==> config.mk <==
export PLATFORM = sky130hd
export DESIGN_NAME = cal_seq
export DESIGN_NICKNAME = d
export VERILOG_FILES = /design/src/rtl/cal_pkg.sv /design/src/rtl/cal_len_sel.sv /design/src/rtl/cal_period_cnt.sv /design/src/rtl/cal_rdy_ctl.sv /design/src/rtl/cal_seq.sv
export SDC_FILE = /design/constraint.sdc
export NUM_CORES = 1
export LEC_CHECK = 0
export ABC_AREA = 0
export BUFFER_PORTS_ARGS = -buffer_cell sky130_fd_sc_hd__buf_2
export CORE_ASPECT_RATIO = 1.2
export CORE_MARGIN = 3
export CORE_UTILIZATION = 35
export CTS_CLUSTER_SIZE = 30
export DETAILED_ROUTE_END_ITERATION = 8
export SKIP_LAST_GASP = 1
export SLEW_MARGIN = 30
export SYNTH_ARGS = -nofsm -noshare
export SYNTH_HDL_FRONTEND = slang
export SYNTH_SLANG_ARGS = --single-unit
==> constraint.sdc <==
create_clock -name clk -period 7.1 [get_ports clk]
set_input_delay 0.71 -clock clk [delete_from_list [all_inputs] [get_ports clk]]
set_output_delay 0.71 -clock clk [all_outputs]
set_load 0.02 [all_outputs]
==> src/rtl/cal_pkg.sv <==
package cal_pkg;
  typedef enum logic [2:0] {
    MD_IDLE   = 3'b000,
    MD_CONT   = 3'b001,
    MD_SINGLE = 3'b010,
    MD_CAL_ZS = 3'b100,
    MD_CAL_FS = 3'b101
  } mode_e;

  function automatic logic is_cal_code(input logic [2:0] code);
    return (code == MD_CAL_ZS) || (code == MD_CAL_FS);
  endfunction
endpackage

==> src/rtl/cal_len_sel.sv <==
module cal_len_sel #(
  parameter int CNT_W       = 6,
  parameter int ZS_CHOP_LEN = 22,
  parameter int ZS_PLAIN_LEN = 24,
  parameter int FS_CHOP_LEN = 44,
  parameter int FS_PLAIN_LEN = 48
) (
  input  logic             is_fs,
  input  logic             chop,
  output logic [CNT_W-1:0] len,
  output logic [CNT_W-1:0] half
);
  localparam logic [CNT_W-1:0] L_ZC = CNT_W'(ZS_CHOP_LEN);
  localparam logic [CNT_W-1:0] L_ZP = CNT_W'(ZS_PLAIN_LEN);
  localparam logic [CNT_W-1:0] L_FC = CNT_W'(FS_CHOP_LEN);
  localparam logic [CNT_W-1:0] L_FP = CNT_W'(FS_PLAIN_LEN);

  always_comb begin
    unique case ({is_fs, chop})
      2'b00:   len = L_ZP;
      2'b01:   len = L_ZC;
      2'b10:   len = L_FP;
      default: len = L_FC;
    endcase
    half = len >> 1;
  end
endmodule

==> src/rtl/cal_period_cnt.sv <==
module cal_period_cnt #(
  parameter int CNT_W = 6
) (
  input  logic             clk,
  input  logic             rst,
  input  logic             clear,
  input  logic             busy,
  input  logic             tick,
  input  logic [CNT_W-1:0] len,
  input  logic [CNT_W-1:0] half,
  output logic             hit_half,
  output logic             hit_end
);
  logic [CNT_W-1:0] cnt;
  logic [CNT_W-1:0] cnt_nxt;

  assign cnt_nxt  = cnt + 1'b1;
  assign hit_half = busy && tick && (cnt_nxt == half);
  assign hit_end  = busy && tick && (cnt_nxt == len);

  always_ff @(posedge clk) begin
    if (rst || clear) cnt <= '0;
    else if (busy && tick) cnt <= cnt_nxt;
  end
endmodule

==> src/rtl/cal_rdy_ctl.sv <==
module cal_rdy_ctl (
  input  logic clk,
  input  logic rst,
  input  logic arm,
  input  logic mod_tick,
  input  logic done,
  output logic rdy_n
);
  logic pend;

  always_ff @(posedge clk) begin
    if (rst) begin
      rdy_n <= 1'b1;
      pend  <= 1'b0;
    end else if (done) begin
      rdy_n <= 1'b0;
      pend  <= 1'b0;
    end else if (arm) begin
      pend <= ~rdy_n;
    end else if (pend && mod_tick) begin
      rdy_n <= 1'b1;
      pend  <= 1'b0;
    end
  end
endmodule

==> src/rtl/cal_seq.sv <==
module cal_seq #(
  parameter int NUM_CH       = 2,
  parameter int RES_W        = 24,
  parameter int ZS_CHOP_LEN  = 22,
  parameter int ZS_PLAIN_LEN = 24,
  parameter int FS_CHOP_LEN  = 44,
  parameter int FS_PLAIN_LEN = 48,
  localparam int CH_W    = (NUM_CH > 1) ? $clog2(NUM_CH) : 1,
  localparam int MAX_LEN = (FS_PLAIN_LEN > FS_CHOP_LEN) ? FS_PLAIN_LEN : FS_CHOP_LEN,
  localparam int CNT_W   = $clog2(MAX_LEN + 1)
) (
  input  logic             clk,
  input  logic             rst,
  input  logic             mode_wr,
  input  logic [2:0]       mode_wdata,
  input  logic             chop_en,
  input  logic             period_tick,
  input  logic             mod_tick,
  input  logic [CH_W-1:0]  chan_sel,
  input  logic [RES_W-1:0] result,
  output logic             rdy_n,
  output logic             ofs_we,
  output logic             gain_we,
  output logic [CH_W-1:0]  coef_ch,
  output logic [RES_W-1:0] coef_data,
  output logic [2:0]       mode_q
);
  import cal_pkg::*;

  logic             busy, start;
  logic             fs_q, chop_q;
  logic [CH_W-1:0]  ch_q;
  logic [CNT_W-1:0] len, half;
  logic             hit_half, hit_end;
  logic             wr_ofs, wr_gain;

  assign busy    = is_cal_code(mode_q);
  assign start   = mode_wr && !busy && is_cal_code(mode_wdata);
  assign wr_ofs  = (hit_half && fs_q) || (hit_end && !fs_q);
  assign wr_gain = hit_end && fs_q;

  cal_len_sel #(
    .CNT_W(CNT_W), .ZS_CHOP_LEN(ZS_CHOP_LEN), .ZS_PLAIN_LEN(ZS_PLAIN_LEN),
    .FS_CHOP_LEN(FS_CHOP_LEN), .FS_PLAIN_LEN(FS_PLAIN_LEN)
  ) u_len (
    .is_fs(fs_q), .chop(chop_q), .len(len), .half(half)
  );

  cal_period_cnt #(.CNT_W(CNT_W)) u_cnt (
    .clk(clk), .rst(rst), .clear(start), .busy(busy), .tick(period_tick),
    .len(len), .half(half), .hit_half(hit_half), .hit_end(hit_end)
  );

  cal_rdy_ctl u_rdy (
    .clk(clk), .rst(rst), .arm(start), .mod_tick(mod_tick),
    .done(hit_end), .rdy_n(rdy_n)
  );

  always_ff @(posedge clk) begin
    if (rst) begin
      mode_q <= MD_IDLE;
      fs_q   <= 1'b0;
      chop_q <= 1'b0;
      ch_q   <= '0;
    end else if (!busy) begin
      if (mode_wr) mode_q <= mode_wdata;
      if (start) begin
        fs_q   <= (mode_wdata == MD_CAL_FS);
        chop_q <= chop_en;
        ch_q   <= chan_sel;
      end
    end else if (hit_end) begin
      mode_q <= MD_IDLE;
    end
  end

  always_ff @(posedge clk) begin
    if (rst) begin
      ofs_we    <= 1'b0;
      gain_we   <= 1'b0;
      coef_ch   <= '0;
      coef_data <= '0;
    end else begin
      ofs_we  <= wr_ofs;
      gain_we <= wr_gain;
      if (wr_ofs || wr_gain) begin
        coef_ch   <= ch_q;
        coef_data <= result;
      end
    end
  end
endmodule

==> Flow_metrics.wiki, run 1 <==
{| class="wikitable"
! Metric !! Value
|-
| Status || complete, no violations
|-
| Post-placement worst setup slack || 4460 ps
|-
| Fraction of layout instances using a drive strength above 1 || 27.8%
|-
| Worst hold start || coef_data[7]
|-
| Main area contributors after synthesis || sky130_fd_sc_hd__dfxtp_1, sky130_fd_sc_hd__mux2i_1, sky130_fd_sc_hd__nand2_1, sky130_fd_sc_hd__xnor2_1, sky130_fd_sc_hd__ha_1
|-
| Post-CTS Hold Buffers || 0
|-
| Hold Vio Cnt, Final || 0
|-
| Synthesis Warnings || 0
|-
| Total global routing overflow || 0
|-
| Synthesized flop and latch total || 41
|-
| Register Area || 821 µm²
|-
| Number of filler instances in the final layout || 540
|-
| Max-capacitance violation count || 0
|-
| Average cell area after synthesis || between 9 and 10 µm²
|-
| # diodes || 0
|-
| Combined area of all synthesized cells || 2040 µm²
|-
| Largest area contributor in the netlist || sky130_fd_sc_hd__dfxtp_1
|-
| Number of I/O pins || 65
|-
| Switching Power || 0.0000975 W
|-
| Data required time of the worst path || roughly 7300 ps
|-
| Count of cells along the worst hold path || 2
|-
| H-tree levels || 2
|-
| Relative slew margins || 45.6%
|-
| Flip-flop cell with the highest count after synthesis || sky130_fd_sc_hd__dfxtp_1
|-
| Placeable core area || 5480 µm²
|-
| Logic depth of the worst register-to-register path || 8
|-
| Total track usage || between 10% and 20%
|-
| P&R area growth vs syn || 20.6%
|-
| Worst hold path class || flip-flop to flip-flop
|-
| Antenna violations before repair || 0
|-
| Die Wd || 75.7 µm
|-
| Site row count || 29
|-
| Initial drt markers || 52
|-
| End point of the worst hold path || coef_data[7]
|-
| Number of gates resized after CTS || 0
|-
| Power, Total || 0.000446 W
|-
| Reg-to-reg endpoint || coef_data[5]
|-
| Number of unique standard cell types used by synthesis || 40
|-
| First-pass GRT wire length || roughly 6600 µm
|-
| Maximum clock frequency || 382 MHz
|-
| Switching part of the total power || a little over a fifth
|-
| CTS buffer count || 5
|-
| Final min period || around 2600 ps
|-
| Worst hold slack || 455 ps
|-
| Total area of multi-input combinational cells || 1090 µm²
|-
| Number of buffer cells added on primary ports || 64
|-
| Ranking of synthesized cells by instance count || sky130_fd_sc_hd__nand2_1, sky130_fd_sc_hd__dfxtp_1, sky130_fd_sc_hd__mux2i_1, sky130_fd_sc_hd__nor2_1, sky130_fd_sc_hd__xnor2_1
|-
| Root Driver || sky130_fd_sc_hd__clkbuf_8
|-
| Post-CTS repair timing setup buffer count || 0
|-
| Register clock-pin slew on the reported worst setup and hold paths || 70 ps
|-
| Floorplan die area || 6780 µm²
|-
| Post-Synthesis Net Count || 264
|-
| Pin count of the biggest net entering global routing || 55
|-
| Final worst setup slack || around 4500 ps
|-
| Final Slew Violations || 0
|-
| Setup Skew || between 8 and 9 ps
|-
| Detailed placer's ending HPWL || 3010 µm
|-
| Via Count || 1641
|-
| Startpoint of the most critical register-to-register path || u_cnt.cnt[0]
|-
| Total length of routed wires || 4130 µm
|-
| EDFF count, synth || 0
|-
| Wire length per cell || 11.4 µm
|-
| Worst ir drop on vdd || 0.0721 mV
|-
| Clock tree from TritonCTS || done
|-
| Clock insertion delay at the later pin of the skew report || 290 ps
|-
| Die H || 89.6 µm
|-
| Post-synthesis cell count || 226
|-
| Sum Neg Setup Slack || 0 ps
|-
| Most instantiated library cell after synthesis || sky130_fd_sc_hd__nand2_1
|-
| Combinational cell fraction of total power || 7.4%
|-
| Share of Yosys cell area claimed by the top area cell type || 40.2%
|-
| Post-detailed-route count of antenna-violating nets || 0
|-
| CP Capture Type || flip-flop
|-
| DRC Markers || 0
|-
| Final count of negative-setup-slack endpoints || 0
|-
| Cell Area, Placed || 2360 µm²
|-
| Final cell area excluding filler cells || 2460 µm²
|-
| Period utilization || 36.9%
|-
| Number of sinks handled by clock tree synthesis || 41
|-
| Final layout net count || 322
|-
| Worst-margin pin slew || 810 ps
|-
| Sequential cell area fraction in the yosys report || between 40% and 50%
|-
| Starting utilization of the core area || between 30% and 40%
|-
| Critical Path AT || 2830 ps
|-
| Critical path type || flip-flop to flip-flop
|-
| Number of buffers between clock root and the deepest sink || 2
|-
| Total leakage power || approximately 1.0 nW
|-
| Startpoint class of the critical path || flip-flop
|-
| Final estimated routing congestion in global placement || 0.760
|-
| Register-to-register setup slack || 4480 ps
|-
| Share of total power in sequential cells || 52.4%
|-
| Critical path peak fanout || 25
|-
| Vias per cell || 4.55
|-
| Internal power || between 0.0003 and 0.0004 W
|-
| RSZ-0062 raised after global routing || false
|-
| TritonRoute pass-1 iters || 4
|-
| Via count of the first global-routing pass || around 1500
|-
| Async set or reset register ratio after synthesis || 0%
|-
| Clock network fraction of design power || 40.1%
|-
| PwrDens || 181 nW/µm²
|}
## layer usage
layer | share of wire [%] | vias to the layer above | track usage (%) | routed length [µm]
met5 | 0 | - | 0 | 0
met4 | 0.73 | 0 | 5.25 | 30
met3 | 7.4 | 4 | 3.90 | 305
met2 | 43 | 50 | 20.3 | 1790
met1 | 48 | 725 | 15.1 | 2000
li1 | - | 862 | - | -
## power by group through the flow
stage | clock network [W] | logic, W | registers (W)
final | 0.000179 | 0.0000332 | 0.000234
after global routing | 0.000194 | 0.0000377 | 0.000234
after CTS | 0.000186 | 0.0000337 | 0.000234
after detailed placement | 0 | 0.0000335 | 0.000239
after global placement | 0 | 0.0000335 | 0.000239
after floorplan | 0 | 0.0000186 | 0.000240
## final cells by class
type                            count  area share (%)
Sequential cell                    41            33.4
Timing Repair Buffer               65            13.3
Clock inverter                      2            1.42
Tap cell                           77            3.92
Clock buffer                        5            2.80
Multi-Input combinational cell    166            44.4
Inverter                            5           0.763
## per-stage QoR
step | cells | utilization [%]
final | 361 | 44.9
after global routing | 361 | 44.9
after CTS | 361 | 44.9
after detailed placement | 354 | 43.0
after global placement | 354 | 43.0
after floorplan | 226 | -
## worst max-delay path: stages, from the launching register on
cell and delay [ps]:
sky130_fd_sc_hd__dfxtp_1 470, sky130_fd_sc_hd__ha_1 310, sky130_fd_sc_hd__nand2_1 150, sky130_fd_sc_hd__a2bb2oi_1 160, sky130_fd_sc_hd__o32a_1 330, sky130_fd_sc_hd__nor4_4 360
sky130_fd_sc_hd__nand2b_1 150, sky130_fd_sc_hd__buf_4 380, sky130_fd_sc_hd__mux2i_1 240
## placed cells by master (no fill, tap or decap), types with 2 or more instances in the layout
cell / count
sky130_fd_sc_hd__xor2_1: 3
sky130_fd_sc_hd__nor2_1: 11
sky130_fd_sc_hd__nor3_1: 2
sky130_fd_sc_hd__nand2b_1: 4
sky130_fd_sc_hd__xnor2_1: 10
sky130_fd_sc_hd__clkbuf_8: 5
sky130_fd_sc_hd__a2bb2oi_1: 2
sky130_fd_sc_hd__nand2_1: 64
sky130_fd_sc_hd__buf_2: 64
sky130_fd_sc_hd__o21ai_0: 4
sky130_fd_sc_hd__a21oi_1: 4
sky130_fd_sc_hd__nand4_1: 4
sky130_fd_sc_hd__mux2i_1: 31
sky130_fd_sc_hd__ha_1: 4
sky130_fd_sc_hd__nor2b_1: 3
sky130_fd_sc_hd__dfxtp_1: 41
sky130_fd_sc_hd__inv_1: 4
## registers in the layout (all words and copies together), names as in the netlist
register / cells
mode_q: 3
coef_ch: 1
fs_q: 1
u_rdy.rdy_n: 1
u_rdy.pend: 1
chop_q: 1
coef_data: 24
ch_q: 1
u_cnt.cnt: 6
ofs_we: 1
gain_we: 1
## logic make-up after synthesis
kind of cell             after synthesis  synth area share, %
AO/OA/AOI/OAI                         17                 5.77
XOR/XNOR                              14                 6.69
adder cells (fa/ha/maj)                4                 2.45
buffers and inverters                 19                 6.20
flip-flops                            41                 40.2
multiplexers                          32                 15.8
AND/OR/NAND/NOR                       99                 22.9
## worst max-delay path by stage
| stage | startpoint | end |
|---|---|---|
| after floorplan | fs_q | coef_ch |
| after global placement | u_cnt.cnt[0] | coef_data[11] |
| after detailed placement | u_cnt.cnt[0] | coef_data[2] |
| after CTS | u_cnt.cnt[0] | coef_data[12] |
| after global routing | u_cnt.cnt[0] | coef_data[11] |
| final | u_cnt.cnt[0] | coef_data[5] |
No activity file was read; power rests on OpenSTA's default activity.
==> run 2: changes to the inputs <==
Settings changed: ABC_AREA 0 to 1.
Clock period 7.1 ns to 2.3 ns, I/O delays scaled along.
==> run 2 against run 1 <==
Effect of this change:
- via count grew 27%
- first-iteration DRC count is 33% higher
- worst setup slack got worse by 4200 ps
- combinational power rose to 4.1 times the previous value
- total power increased to 3.3 times the previous value
- final cell count rose by 23%
- area after synthesis rose by 5.5%
- utilization up 0.16 points
- die area rose by 5.1%
- register-to-register slack worse by 4200 ps
- routed wire length increased by 20%
- sequential power rose to 3.1 times the previous value
- critical path type unchanged
- critical endpoint is now mode_q[0]
- largest cell class unchanged
==> Flow_metrics.wiki, run 2 <==
{| class="wikitable"
! Metric !! Value
|-
| Number of unique standard cell types used by synthesis || 25 (-38%)
|-
| Initial drt markers || 69 (+33%)
|-
| CP Capture Type || flip-flop
|-
| Crit path launch || fs_q
|-
| Final non-filler cell total || 445 (+23%)
|-
| Register-to-register setup slack || 330 ps (-4150 ps)
|-
| Total leakage power || 1.38 nW (+33%)
|-
| Pin count of the biggest net entering global routing || 58 (+5.5%)
|-
| Post-Place Cells || 437 (+23%)
|-
| Post-synthesis cell count || 304 (+35%)
|-
| Register Area || 821 µm² (unchanged)
|-
| P&R area growth vs syn || 21.8%
|-
| CTS buffer count || 5 (unchanged)
|-
| Post-Synthesis Net Count || 342 (+30%)
|-
| Setup Skew || 3.05 ps (-5.59 ps)
|-
| Amount of wire on met3 after detailed routing || 297 µm (-2.6%)
|-
| Endpoint of the worst setup timing path || mode_q[0]
|-
| Total track usage || 14.3% (+1.8 points)
|-
| Worst ir drop on vdd || 0.269 mV (+270%)
|-
| Critical path type || flip-flop to flip-flop
|-
| Placeable core area || 5820 µm² (+6.2%)
|-
| Post-CTS repair timing setup buffer count || 0 (unchanged)
|-
| Number of I/O pins || 65 (unchanged)
|-
| Starting utilization of the core area || 37.0% (-0.23 points)
|-
| Via count of the first global-routing pass || 1928 (+29%)
|-
| Most instantiated library cell after synthesis || sky130_fd_sc_hd__nand2_1
|-
| Wire length per cell || 11.1 µm (-2.6%)
|-
| Startpoint class of the critical path || flip-flop
|-
| Critical path peak fanout || 57 (+130%)
|-
| PwrDens || 561 nW/µm² (+210%)
|-
| Relative slew margins || 67.0% (+21 points)
|-
| Number of buffers between clock root and the deepest sink || 2 (unchanged)
|-
| Ranking of synthesized cells by instance count || sky130_fd_sc_hd__nand2_1, sky130_fd_sc_hd__nor2_1, sky130_fd_sc_hd__dfxtp_1, sky130_fd_sc_hd__a21oi_1, sky130_fd_sc_hd__nand3b_1
|-
| RSZ-0062 raised after global routing || false
|-
| Combined area of all synthesized cells || 2150 µm² (+5.5%)
|-
| Clock tree from TritonCTS || done
|-
| Total length of routed wires || 4950 µm (+20%)
|-
| Top reg by flops || coef_data
|-
| Number of sinks handled by clock tree synthesis || 41 (unchanged)
|-
| Share of Yosys cell area claimed by the top area cell type || 38.1% (-2.1 points)
|-
| Most frequent standard cell in the layout excluding fill and tap cells || sky130_fd_sc_hd__nand2_1
|-
| Reg-to-reg endpoint || mode_q[0]
|-
| Site row count || 30 (+3.4%)
|-
| Number of filler instances in the final layout || 622 (+15%)
|-
| Post-detailed-route count of antenna-violating nets || 0 (unchanged)
|-
| Highest metal used || met4
|-
| EDFF count, synth || 0 (unchanged)
|-
| Max-capacitance violation count || 0 (unchanged)
|-
| Final min period || 1970 ps (-645 ps)
|-
| Max FFs per register || 24 (unchanged)
|-
| Async set or reset register ratio after synthesis || 0% (unchanged)
|-
| Fraction of layout instances using a drive strength above 1 || 24.1% (-3.7 points)
|-
| Sequential cell area fraction in the yosys report || 38.1% (-2.1 points)
|-
| Synthesis Warnings || 0 (unchanged)
|-
| Period utilization || 85.8% (+49 points)
|-
| Number of gates resized after CTS || 0 (unchanged)
|-
| Final cell area excluding filler cells || 2620 µm² (+6.6%)
|-
| Root Driver || sky130_fd_sc_hd__clkbuf_8
|-
| TritonRoute pass-1 iters || 4 (unchanged)
|-
| Critical Path AT || 2160 ps (-670 ps)
|-
| Hold Vio Cnt, Final || 0 (unchanged)
|-
| Met1 wire length || 2030 µm (+1.8%)
|-
| Antenna violations before repair || 0 (unchanged)
|-
| Clock insertion delay at the later pin of the skew report || 290 ps (about the same)
|-
| Sum Neg Setup Slack || 0 ps (unchanged)
|-
| Detailed placer's ending HPWL || 3670 µm (+22%)
|-
| First-pass GRT wire length || 8480 µm (+29%)
|-
| Synthesized flop and latch total || 41 (unchanged)
|-
| Post-CTS Hold Buffers || 0 (unchanged)
|-
| Largest regs || coef_data (24), u_cnt.cnt (6), mode_q (3)
|-
| Final Slew Violations || 0 (unchanged)
|-
| Total global routing overflow || 0 (unchanged)
|-
| Main area contributors after synthesis || sky130_fd_sc_hd__dfxtp_1, sky130_fd_sc_hd__nand2_1, sky130_fd_sc_hd__nand3b_1, sky130_fd_sc_hd__nor2_1, sky130_fd_sc_hd__a21oi_1
|-
| DRC Markers || 0 (unchanged)
|-
| H-tree levels || 2 (unchanged)
|-
| Startpoint of the most critical register-to-register path || fs_q
|-
| Flip-flop cell with the highest count after synthesis || sky130_fd_sc_hd__dfxtp_1
|-
| Register clock-pin slew on the reported worst setup and hold paths || 80 ps (about the same)
|-
| Final layout net count || 402 (+25%)
|-
| Vias per cell || 4.69 (+3.1%)
|-
| Final count of negative-setup-slack endpoints || 0 (unchanged)
|-
| Worst-margin pin slew || 495 ps (-316 ps)
|-
| Largest area contributor in the netlist || sky130_fd_sc_hd__dfxtp_1
|-
| Commonest cells after routing, fill and taps aside || sky130_fd_sc_hd__nand2_1, sky130_fd_sc_hd__buf_2, sky130_fd_sc_hd__nor2_1
|-
| Worst hold path class || input pin to flip-flop
|-
| Via Count || 2086 (+27%)
|-
| Status || complete, no violations
|-
| Average cell area after synthesis || 7.08 µm² (-22%)
|-
| Final estimated routing congestion in global placement || 0.882 (+16%)
|-
| Die Wd || 77.6 µm (+2.5%)
|-
| Total area of multi-input combinational cells || 1110 µm² (+1.4%)
|-
| Data required time of the worst path || 2490 ps (-4830 ps)
|-
| Maximum clock frequency || 507 MHz (+33%)
|-
| Floorplan die area || 7130 µm² (+5.1%)
|-
| Die H || 91.9 µm (+2.5%)
|-
| # diodes || 0 (unchanged)
|-
| Number of buffer cells added on primary ports || 64 (unchanged)
|-
| Cell Area, Placed || 2500 µm² (+6.2%)
|-
| Logic depth of the worst register-to-register path || 13 (+5)
|-
| Met2 wire len || 2570 µm (+44%)
|}
-- run 2: how the worst min path moves through the flow --
stage / from / to / cells past startpoint
finish: result[15] / coef_data[15] / 3
global route: result[0] / coef_data[0] / 3
CTS: result[8] / coef_data[8] / 3
detailed placement: result[8] / coef_data[8] / 3
global placement: result[8] / coef_data[8] / 3
floorplan: rst / gain_we / 1
-- run 2: cell families after synthesis --
family	Yosys count	synth area share (%)
DFF	41	38.1
buffers and inverters	40	10.4
AOI/OAI and AO/OA	45	11.0
adders and majority gates	4	2.33
and+or+nand+nor	174	38.1
-- run 2: critical path: stages (launching register included) --
cell	delay (ps)
sky130_fd_sc_hd__dfxtp_1	390
sky130_fd_sc_hd__inv_1	90
sky130_fd_sc_hd__ha_1	250
sky130_fd_sc_hd__nor2_1	230
sky130_fd_sc_hd__inv_1	60
sky130_fd_sc_hd__nand2_1	60
sky130_fd_sc_hd__nand3_1	70
sky130_fd_sc_hd__nor2_1	110
sky130_fd_sc_hd__nand3_2	100
sky130_fd_sc_hd__buf_12	200
sky130_fd_sc_hd__nand2_1	140
sky130_fd_sc_hd__nand2_1	60
sky130_fd_sc_hd__nand2_1	60
sky130_fd_sc_hd__nor2_1	30
-- run 2: power by group --
group	switching (W)	internal (W)	total, W	leakage (nW)
sequential	0.0000118	0.000721	0.000733	0.331
combinational	0.0000821	0.0000549	0.000137	0.994
clock	0.000249	0.000353	0.000602	0.0574
total	0.000343	0.00113	0.00147	1.38
-- run 2: stage by stage --
stage / power, W / worst slack [ps] / hold slack [ps] / utilization [%]
6_report: 0.00147 / 327 / 156 / 45.1
5_1_grt: 0.00155 / 70.3 / 155 / 45.1
4_1_cts: 0.00150 / 301 / 145 / 45.1
3_5_place_dp: 0.000887 / 330 / 455 / 43.0
3_3_place_gp: 0.000887 / 393 / 448 / 43.0
2_1_floorplan: 0.000831 / 527 / 307 / -
-- run 2: layout make-up --
class	count	share of cell area, %
multi-input combinational	223	42.2
sequential	41	31.3
timing repair buffer	69	14.6
tap	80	3.82
inverter	24	3.44
clock buffer	6	3.15
clock inverter	2	1.43
-- run 2: metal layers --
layer  vias up  track usage (%)
met4         0             4.01
met2        53             25.2
met5         -                0
met3         5             3.54
li1       1100                -
met1       928             16.9
==> run 3: changes to the inputs <==
Settings changed: CTS_BUF_LIST set to sky130_fd_sc_hd__clkbuf_8, SYNTH_HIERARCHICAL set to 1.
==> run 3 against run 2 <==
Effect of this change:
- sequential cell count unchanged
- critical path type unchanged
- first-iteration DRC count down 12%
- clock power shrank 8.6%
- utilization up 0.12 points
- combinational power is 9% lower
- largest power group unchanged
- worst hold slack better by 4.2 ps
- count of clock-buffer cells in the layout down 1
- cell area shrank 7.4%
- fmax is 3.3% lower
- global-route usage up 0.29 points
- die area down 7.3%
==> Flow_metrics.wiki, run 3 <==
{| class="wikitable"
! Metric !! Value
|-
| Status || complete, no violations
|-
| Slowest cell on crit path || sky130_fd_sc_hd__dfxtp_1
|-
| Worst hold start || result[19]
|-
| Via count of the first global-routing pass || 1751 (-9.2%)
|-
| Largest stage delay, worst path || 410 ps (+20 ps)
|-
| H-tree levels || 2 (unchanged)
|-
| Sequential cell area fraction in the yosys report || 41.4% (+3.2 points)
|-
| Period utilization || 88.7% (+2.9 points)
|-
| Maximum clock frequency || 490 MHz (-3.3%)
|-
| P&R area growth vs syn || 22.3%
|-
| Starting utilization of the core area || 36.9% (-0.060 points)
|-
| Largest delay contributor family on the critical path || simple AND/OR/NAND/NOR gates
|-
| Worst-margin pin slew || 645 ps (+150 ps)
|-
| Site row count || 29 (-3.3%)
|-
| Max FFs per register || 24 (unchanged)
|-
| Number of I/O pins || 65 (unchanged)
|-
| TritonRoute pass-1 iters || 4 (unchanged)
|-
| Critical path type || flip-flop to flip-flop
|-
| Crit path buffers/inverters || 2 (-1)
|-
| Number of filler instances in the final layout || 587 (-5.6%)
|-
| Total global routing overflow || 0 (unchanged)
|-
| Flip-flop cell with the highest count after synthesis || sky130_fd_sc_hd__dfxtp_1
|-
| Pin count of the biggest net entering global routing || 29 (-50%)
|-
| DRC Markers || 0 (unchanged)
|-
| Die Wd || 74.7 µm (-3.7%)
|-
| Post-synthesis cell count || 283 (-6.9%)
|-
| Worst path cell trace || ha_2 -> inv_1 -> nor2_1 -> nor2_1 -> nand3_1 -> nor2_1 -> nand4_1 -> nor2_1 -> nand2_2 -> nand2_4 -> buf_6 -> o21ai_0 -> nor2_1
|-
| Total length of routed wires || 4470 µm (-9.7%)
|-
| Via Count || 1868 (-10%)
|-
| Die H || 88.5 µm (-3.7%)
|-
| Relative slew margins || 57.0% (-10 points)
|-
| Post-CTS Hold Buffers || 0 (unchanged)
|-
| Most frequent standard cell in the layout excluding fill and tap cells || sky130_fd_sc_hd__nor2_1
|-
| Final layout net count || 383 (-4.7%)
|-
| Max-capacitance violation count || 0 (unchanged)
|-
| Detailed placer's ending HPWL || 3410 µm (-7.0%)
|-
| Number of sinks handled by clock tree synthesis || 41 (unchanged)
|-
| Clock tree from TritonCTS || done
|-
| Final estimated routing congestion in global placement || 0.851 (-3.5%)
|-
| Post-CTS repair timing setup buffer count || 0 (unchanged)
|-
| Vias per cell || 4.60 (-1.8%)
|-
| Share of Yosys cell area claimed by the top area cell type || 41.4% (+3.2 points)
|-
| Number of unique standard cell types used by synthesis || 29 (+16%)
|-
| Critical Path AT || 2270 ps (+110 ps)
|-
| Synthesized flop and latch total || 41 (unchanged)
|-
| Commonest cells after routing, fill and taps aside || sky130_fd_sc_hd__nor2_1, sky130_fd_sc_hd__buf_2, sky130_fd_sc_hd__dfxtp_1
|-
| PwrDens || 579 nW/µm² (+3.2%)
|-
| Floorplan die area || 6610 µm² (-7.3%)
|-
| Final count of negative-setup-slack endpoints || 0 (unchanged)
|-
| Async set or reset register ratio after synthesis || 0% (unchanged)
|-
| Top reg by flops || coef_data
|-
| Critical path peak fanout || 17 (-70%)
|-
| Setup Skew || 4.25 ps (+1.19 ps)
|-
| Placeable core area || 5370 µm² (-7.7%)
|-
| Total leakage power || 1.29 nW (-6.5%)
|-
| Combined area of all synthesized cells || 1980 µm² (-7.8%)
|-
| Data required time of the worst path || 2530 ps (+40 ps)
|-
| Register clock-pin slew on the reported worst setup and hold paths || 80 ps (about the same)
|-
| Worst hold path class || input pin to flip-flop
|-
| Root Driver || sky130_fd_sc_hd__clkbuf_8
|-
| Number of buffers between clock root and the deepest sink || 2 (unchanged)
|-
| Startpoint class of the critical path || flip-flop
|-
| Final Slew Violations || 0 (unchanged)
|-
| Most frequent cell on the critical path || sky130_fd_sc_hd__nor2_1
|-
| CP Capture Type || flip-flop
|-
| Post-detailed-route count of antenna-violating nets || 0 (unchanged)
|-
| Worst hold slack || 160 ps (+4.21 ps)
|-
| Crit path launch || u_cnt/cnt[1]
|-
| Final min period || 2040 ps (+66.3 ps)
|-
| Largest regs || coef_data (24), u_cnt/cnt (6), mode_q (3)
|-
| Largest area contributor in the netlist || sky130_fd_sc_hd__dfxtp_1
|-
| First-pass GRT wire length || 7580 µm (-11%)
|-
| Worst ir drop on vdd || 0.331 mV (+23%)
|-
| Post-placement worst setup slack || 106 ps (-224 ps)
|-
| Startpoint of the most critical register-to-register path || u_cnt/cnt[1]
|-
| # diodes || 0 (unchanged)
|-
| Sum Neg Setup Slack || 0 ps (unchanged)
|-
| Fraction of layout instances using a drive strength above 1 || 26.7% (+2.6 points)
|-
| Initial drt markers || 61 (-12%)
|-
| Most instantiated library cell after synthesis || sky130_fd_sc_hd__nor2_1
|-
| Main area contributors after synthesis || sky130_fd_sc_hd__dfxtp_1, sky130_fd_sc_hd__nor2_1, sky130_fd_sc_hd__o21ai_0, sky130_fd_sc_hd__inv_1, sky130_fd_sc_hd__nand2_1
|-
| Wire length per cell || 11.0 µm (-0.98%)
|-
| RSZ-0062 raised after global routing || false
|-
| Number of buffer cells added on primary ports || 64 (unchanged)
|-
| Power, Total || 0.00141 W (-4.5%)
|-
| CTS buffer count || 5 (unchanged)
|-
| Clock insertion delay at the later pin of the skew report || 290 ps (about the same)
|-
| Hold Vio Cnt, Final || 0 (unchanged)
|-
| Ranking of synthesized cells by instance count || sky130_fd_sc_hd__nor2_1, sky130_fd_sc_hd__dfxtp_1, sky130_fd_sc_hd__inv_1, sky130_fd_sc_hd__nand2_1, sky130_fd_sc_hd__o21ai_0
|-
| Average cell area after synthesis || 7.01 µm² (-1.0%)
|-
| Synthesis Warnings || 6 (+6)
|-
| Final worst setup slack || 261 ps (-66.3 ps)
|-
| EDFF count, synth || 0 (unchanged)
|-
| Antenna violations before repair || 0 (unchanged)
|-
| Total track usage || 14.5% (+0.29 points)
|}
-- run 3: path summary, 6_finish.rpt --
kind / to / slack, ps / cells after the start
max reg2reg: coef_data[21] / 260 / 13
min reg2reg: ch_q / 490 / 2
max: coef_data[21] / 260 / 13
min: coef_data[19] / 160 / 3
-- run 3: metrics by stage --
| step | std cells | instance area, µm² | util [%] |
|---|---|---|---|
| CTS | 406 | 2410 | 44.9 |
| finish | 406 | 2430 | 45.2 |
| detailed placement | 399 | 2310 | 43.0 |
| global route | 406 | 2430 | 45.2 |
| floorplan | 284 | 1990 | - |
| global placement | 399 | 2310 | 43.0 |
-- run 3: worst reg2reg max path, cell delays in order, from the launching register on --
cell and delay (ps):
sky130_fd_sc_hd__dfxtp_1 410, sky130_fd_sc_hd__ha_2 320, sky130_fd_sc_hd__inv_1 90, sky130_fd_sc_hd__nor2_1 40, sky130_fd_sc_hd__nor2_1 80, sky130_fd_sc_hd__nand3_1 70, sky130_fd_sc_hd__nor2_1 130, sky130_fd_sc_hd__nand4_1 100
sky130_fd_sc_hd__nor2_1 140, sky130_fd_sc_hd__nand2_2 90, sky130_fd_sc_hd__nand2_4 130, sky130_fd_sc_hd__buf_6 170, sky130_fd_sc_hd__o21ai_0 90, sky130_fd_sc_hd__nor2_1 120
-- run 3: power breakdown --
| group | internal (W) | switching (W) |
|---|---|---|
| combinational | 0.0000525 | 0.0000714 |
| sequential | 0.000720 | 0.0000105 |
| clock | 0.000315 | 0.000235 |
-- run 3: what timing repair did --
action / CTS / global route
setup endpoints to repair: 0 / 26
endpoints found under the hold margin: 0 / 0
resized for setup: 0 / 7
-- run 3: kinds of logic (layout without fill, tap and decap cells) --
logic type | after synthesis | after routing | synth area share, %
flops | 41 | 41 | 41.4
fa+ha+maj | 5 | 5 | 3.15
xor+xnor | 2 | 2 | 0.883
buf+inv | 51 | 111 | 12.1
compound gates | 44 | 44 | 11.7
other cells | 1 | 2 | 0.189
simple gates | 139 | 139 | 30.5
-- run 3: routing by layer --
| layer | wire, µm | vias to the layer above | GRT usage, % |
|---|---|---|---|
| li1 | - | 1001 | - |
| met1 | 1980 | 808 | 17.1 |
| met2 | 2170 | 53 | 25.2 |
| met3 | 259 | 6 | 4.43 |
| met4 | 65 | 0 | 4.37 |
| met5 | 0 | - | 0 |
-- run 3: cell type report --
| cell class | instances | area, µm² | area share, % |
|---|---|---|---|
| sequential | 41 | 823 | 33.9 |
| clock buffer | 5 | 68.8 | 2.84 |
| inverter | 37 | 144 | 5.93 |
| clock inverter | 2 | 35.0 | 1.44 |
| tap | 62 | 77.6 | 3.20 |
| timing repair buffer | 67 | 347 | 14.3 |
| multi-input combinational | 192 | 931 | 38.4 |
